===== config.mk =====
export PLATFORM = sky130hd
export DESIGN_NAME = clkmode_ctrl
export DESIGN_NICKNAME = d
export VERILOG_FILES = /design/src/rtl/clkmode_pkg.sv /design/src/rtl/clkmode_decode.sv /design/src/rtl/clkmode_hold.sv /design/src/rtl/clkmode_ctrl.sv
export SDC_FILE = /design/constraint.sdc
export NUM_CORES = 1
export LEC_CHECK = 0
export BUFFER_PORTS_ARGS = -buffer_cell sky130_fd_sc_hd__buf_4
export CORE_ASPECT_RATIO = 0.6
export CORE_MARGIN = 1
export CORE_UTILIZATION = 40
export CTS_CLUSTER_DIAMETER = 200
export DETAILED_ROUTE_END_ITERATION = 10
export GPL_TIMING_DRIVEN = 1
export HOLD_SLACK_MARGIN = 0.12
export PLACE_DENSITY = 0.62
export SLEW_MARGIN = 0
export SYNTH_ARGS = -nofsm -noshare
export SYNTH_HDL_FRONTEND = slang
export SYNTH_SLANG_ARGS = --single-unit

===== constraint.sdc =====
create_clock -name clk -period 2.53 [get_ports clk]
set_input_delay 0.253 -clock clk [delete_from_list [all_inputs] [get_ports clk]]
set_output_delay 0.253 -clock clk [all_outputs]
set_load 0.01 [all_outputs]

===== src/rtl/clkmode_pkg.sv =====
package clkmode_pkg;
   typedef logic [3:0] mode_t;

   localparam mode_t M_FAST  = 4'b0100;
   localparam mode_t M_STEP1 = 4'b1100;
   localparam mode_t M_DUAL  = 4'b1110;
   localparam mode_t M_STEP2 = 4'b1111;
   localparam mode_t M_SLOW  = 4'b1011;

   function automatic logic mode_legal(input mode_t m);
      return (m == M_FAST) || (m == M_STEP1) || (m == M_DUAL) ||
             (m == M_STEP2) || (m == M_SLOW);
   endfunction

   function automatic logic [2:0] mode_rank(input mode_t m);
      case (m)
         M_STEP1: return 3'd1;
         M_DUAL:  return 3'd2;
         M_STEP2: return 3'd3;
         M_SLOW:  return 3'd4;
         default: return 3'd0;
      endcase
   endfunction
endpackage


===== src/rtl/clkmode_decode.sv =====
module clkmode_decode
   import clkmode_pkg::*;
#(
   parameter bit STRICT_CHAIN = 1'b1
) (
   input  mode_t cur_mode,
   input  mode_t new_mode,
   output logic  is_legal,
   output logic  step_ok,
   output mode_t forced_mode
);
   logic [2:0] r_cur, r_new;

   always_comb begin
      is_legal = mode_legal(new_mode);
      r_cur    = mode_rank(cur_mode);
      r_new    = mode_rank(new_mode);
      // dual enable clear with core select set lands in slow mode
      forced_mode = (!new_mode[1] && new_mode[0]) ? M_SLOW : M_FAST;
   end

   generate
      if (STRICT_CHAIN) begin : g_strict
         always_comb begin
            step_ok = is_legal &&
                      ((r_new == r_cur) || (r_new == r_cur + 3'd1) ||
                       (r_cur == r_new + 3'd1));
         end
      end else begin : g_free
         always_comb step_ok = is_legal;
      end
   endgenerate
endmodule


===== src/rtl/clkmode_hold.sv =====
module clkmode_hold #(
   parameter int RST_LEN = 240
) (
   input  logic clk,
   input  logic rst_n,
   input  logic start,
   output logic busy,
   output logic done
);
   localparam int CNT_W = $clog2(RST_LEN + 1);
   logic [CNT_W-1:0] cnt_q;

   always_ff @(posedge clk or negedge rst_n) begin
      if (!rst_n)             cnt_q <= '0;
      else if (start)         cnt_q <= CNT_W'(RST_LEN);
      else if (cnt_q != '0)   cnt_q <= cnt_q - 1'b1;
   end

   assign busy = (cnt_q != '0);
   assign done = (cnt_q == CNT_W'(1));
endmodule


===== src/rtl/clkmode_ctrl.sv =====
module clkmode_ctrl
   import clkmode_pkg::*;
#(
   parameter int CFG_W        = 3,
   parameter int RST_LEN      = 240,
   parameter bit STRICT_CHAIN = 1'b1,
   localparam int REG_W       = CFG_W + 5
) (
   input  logic             clk,
   input  logic             rst_n,
   input  logic             wr_en,
   input  logic [REG_W-1:0] wr_data,
   output logic [REG_W-1:0] rd_data,
   output logic             core_clk_lo,
   output logic             tmr_clk_lo,
   output logic             lo_osc_en,
   output logic             hi_osc_en,
   output logic [CFG_W-1:0] idle_cfg,
   output logic             rst_req,
   output logic             rst_busy
);
   initial begin
      if (CFG_W < 1)   $error("CFG_W must be at least 1");
      if (RST_LEN < 1) $error("RST_LEN must be at least 1");
   end

   mode_t            mode_q, wr_mode, forced;
   logic [CFG_W-1:0] cfg_q;
   logic             req_q, legal, step_ok, accept, hold_done;

   assign wr_mode = wr_data[REG_W-1 -: 4];
   assign accept  = wr_en && !rst_busy;

   clkmode_decode #(.STRICT_CHAIN(STRICT_CHAIN)) u_dec (
      .cur_mode(mode_q), .new_mode(wr_mode),
      .is_legal(legal), .step_ok(step_ok), .forced_mode(forced)
   );

   clkmode_hold #(.RST_LEN(RST_LEN)) u_hold (
      .clk(clk), .rst_n(rst_n), .start(accept && !legal),
      .busy(rst_busy), .done(hold_done)
   );

   always_ff @(posedge clk or negedge rst_n) begin
      if (!rst_n) begin
         mode_q <= M_FAST;
         cfg_q  <= '0;
         req_q  <= 1'b0;
      end else begin
         req_q <= accept && !legal;
         if (hold_done) begin
            mode_q <= M_FAST;
            cfg_q  <= '0;
         end else if (accept) begin
            if (!legal) begin
               mode_q <= forced;
            end else begin
               cfg_q <= wr_data[CFG_W-1:0];
               if (step_ok) mode_q <= wr_mode;
            end
         end
      end
   end

   assign rd_data     = {mode_q, 1'b0, cfg_q};
   assign core_clk_lo = mode_q[0];
   assign tmr_clk_lo  = mode_q[1];
   assign lo_osc_en   = mode_q[3];
   assign hi_osc_en   = mode_q[2];
   assign idle_cfg    = cfg_q;
   assign rst_req     = req_q;
endmodule


==> reports/results.ini <==
[sta]
worst_pin_slew_ns = 0.498
min_period_ns = 2.30
rsz0062_at_grt = false
fmax_mhz = 434
fin_crit_sh_pct = 91.0
drv_slew = 0
final.setup.tns_ns = 0
fin_ws_ns = 0.227
skew_ns = 0.00477
slew_headroom_pct = 66.6
setup_viol = 0
hold_viol = 0
whs_ns = 0.242

[power]
vdd_ir_drop_max_v = 0.000261
power_density_nw_per_um2 = 395
leakage_nw = 0.662
finalPower_mw = 0.538

[cts]
cts_resized = 0
path_clk_slew_ns = 0.07
ctsLongestPathBuffers = 2
worstSkewPairLatency_ns = 0.25
cts_buffers = 3
cts_tree = done
cts-root-buf = clkbuf_8
htree_levels = 1
cts.sink_count = 16

[floorplan]
fp.dieH_um = 43.7
pin_count = 28
dieArea_sq_um = 3120
die_w_um = 71.4
initial_utilization_pct = 44.0
rows = 14
core_area_sq_um = 2630

[critical_path]
critPathLaunch = u_hold.cnt_q[1]
path_buf_inv = 3
crit_cells = 6
critical_path_class = reg -> out
path_cells = inv_1 -> ha_1 -> or3b_2 -> nor2_4 -> inv_1 -> buf_4
r2r_cells = 8
crit_slowest_cell = or3b_2
cpLargestDelayFamily = simple AND/OR/NAND/NOR gates
start_kind = flop
r2r-start = mode_q[0]
slowest_delay_ns = 0.53
worstPathArrival_ns = 2.05
cpMostUsedCell = inv_1
cp_max_fo = 7
cp.required_ns = 2.28
endpoint_kind = primary output

[final_layout]
regArea_sq_um = 402
nNetsFinal = 152
mostFrequentLayoutCell = buf_4
n_antenna_cell = 0
fin_area_sq_um = 1360
fin_cells = 168
final_util_pct = 51.9
synthToLayoutAreaGrowth_pct = 17.8
multi_input_area_sq_um = 643
final_cell_mix = buf_4, dfrtp_1, inv_1, nor2_1, a21oi_1
nFillCells = 248
drive_above_1_share_pct = 30.9

[synth]
async_flop_share_pct = 100
synth.avg_cell_area_sq_um = 9.89
syn_nets = 132
yosysUniqueCellTypes = 41
ys_ff_latch = 16
synth_area_sq_um = 1160
ys.flop_type = dfrtp_1
yosysSeqAreaShare_pct = 34.7
yosysWarningCount = 0
synth-edff-count = 0
syn_inst = 117

[placed_design]
numPlacedInstances = 163
finalWeightedCongestion = 0.770
place.detailed.hpwl_mm = 1.84
placed_area_sq_um = 1300
pre_cts_ws_ns = 0.314
numPortBuffers = 25

[global_route]
track_usage_pct = 17.1
globalRoute.totalOverflow = 0
grt_antenna_before_repair = 0
grt_max_degree = 17
first_global_vias = 778
grt_pass1_wl_mm = 3.88

[detailed_routing]
drt_iter0_drc = 27
routed_via_density = 5.29
dr.pass1.iters = 4
ant_nets = 0
post-route-drc-count = 0
wl_per_cell_um = 14.5
vias = 888
routed_wl_mm = 2.43

[run_status]
status = finished clean

[hold_path]
holdPathStages = 3
holdCritStartpoint = wr_data[2]
hp-class = in -> reg

[job]
drv_cap = 0

-- where the power goes --
part	internal, mW	switching [mW]	leakage, nW
Sequential	0.256	0	0.214
Clock	0.138	0.0917	0.0288
Combinational	0.0239	0.0283	0.419
Total	0.418	0.120	0.662
-- synthesized netlist by cell type, types with 2 or more instances --
library cell	instances	share of area, %
dfrtp_1	15	32
buf_4	8	5.2
a21oi_1	7	3.0
inv_1	7	2.3
nor2_1	7	2.3
nand2_1	5	1.6
xnor2_1	5	3.8
and3_1	4	2.2
ha_1	4	4.3
mux2i_1	4	3.5
nand3_1	4	1.7
nor3_1	4	1.7
nor4_1	3	1.6
o211ai_1	3	1.9
o21ai_0	3	1.3
o2bb2ai_1	3	2.3
xor2_1	3	2.3
buf_6	2	1.9
nand2_4	2	1.9
nand2b_1	2	1.1
xnor3_4	2	4.5
-- layer usage --
metal	vias to the layer above	global-route usage [%]	part of all wire, %
met1	408	25.9	53
met2	30	24.0	42
met5	-	0	0
li1	450	-	-
met3	0	5.58	5.1
met4	0	2.40	0
-- tightest hold or removal path: stages --
cell and delay, ns:
buf_4 0.08, mux2i_1 0.05, nor2_1 0.08
-- final timing paths --
kind	end	slack, ns
setup / recovery	rst_busy	0.23
hold / removal	idle_cfg[2]	0.24
setup reg to reg	mode_q[1]	0.30
hold reg to reg	u_hold.cnt_q[3]	0.51
max in group asynchronous	mode_q[2]	1.88
min in group asynchronous	u_hold.cnt_q[3]	0.40
-- state kept, by name, indices dropped and copies added, names as in the netlist --
name	flops
idle_cfg	3
mode_q	4
rst_req	1
u_hold.cnt_q	8
-- final cells by class --
| cell class | count | area share, % |
|---|---|---|
| Multi-Input combinational cell | 83 | 47.2 |
| Timing Repair Buffer | 26 | 14.5 |
| Clock buffer | 4 | 4.04 |
| Tap cell | 32 | 2.94 |
| Sequential cell | 16 | 29.4 |
| Inverter | 7 | 1.93 |
-- cell families (layout without fill, tap and decap cells) --
| kind of cell | count (synthesis) | in the layout | synth area share, % |
|---|---|---|---|
| multiplexers | 4 | 4 | 3.46 |
| XOR/XNOR | 10 | 10 | 10.6 |
| adder cells (fa/ha/maj) | 4 | 4 | 4.32 |
| buffers and inverters | 18 | 37 | 9.73 |
| AND/OR/NAND/NOR | 44 | 44 | 25.2 |
| other | 1 | 1 | 0.324 |
| flip-flops | 16 | 16 | 34.7 |
| AO/OA/AOI/OAI | 20 | 20 | 11.7 |
-- repair_timing --
action,CTS,global route
hold endpoints to repair,16,0
hold buffers,1,0
setup buffers,0,0
Note: power is estimated with default switching activity, not from simulation.
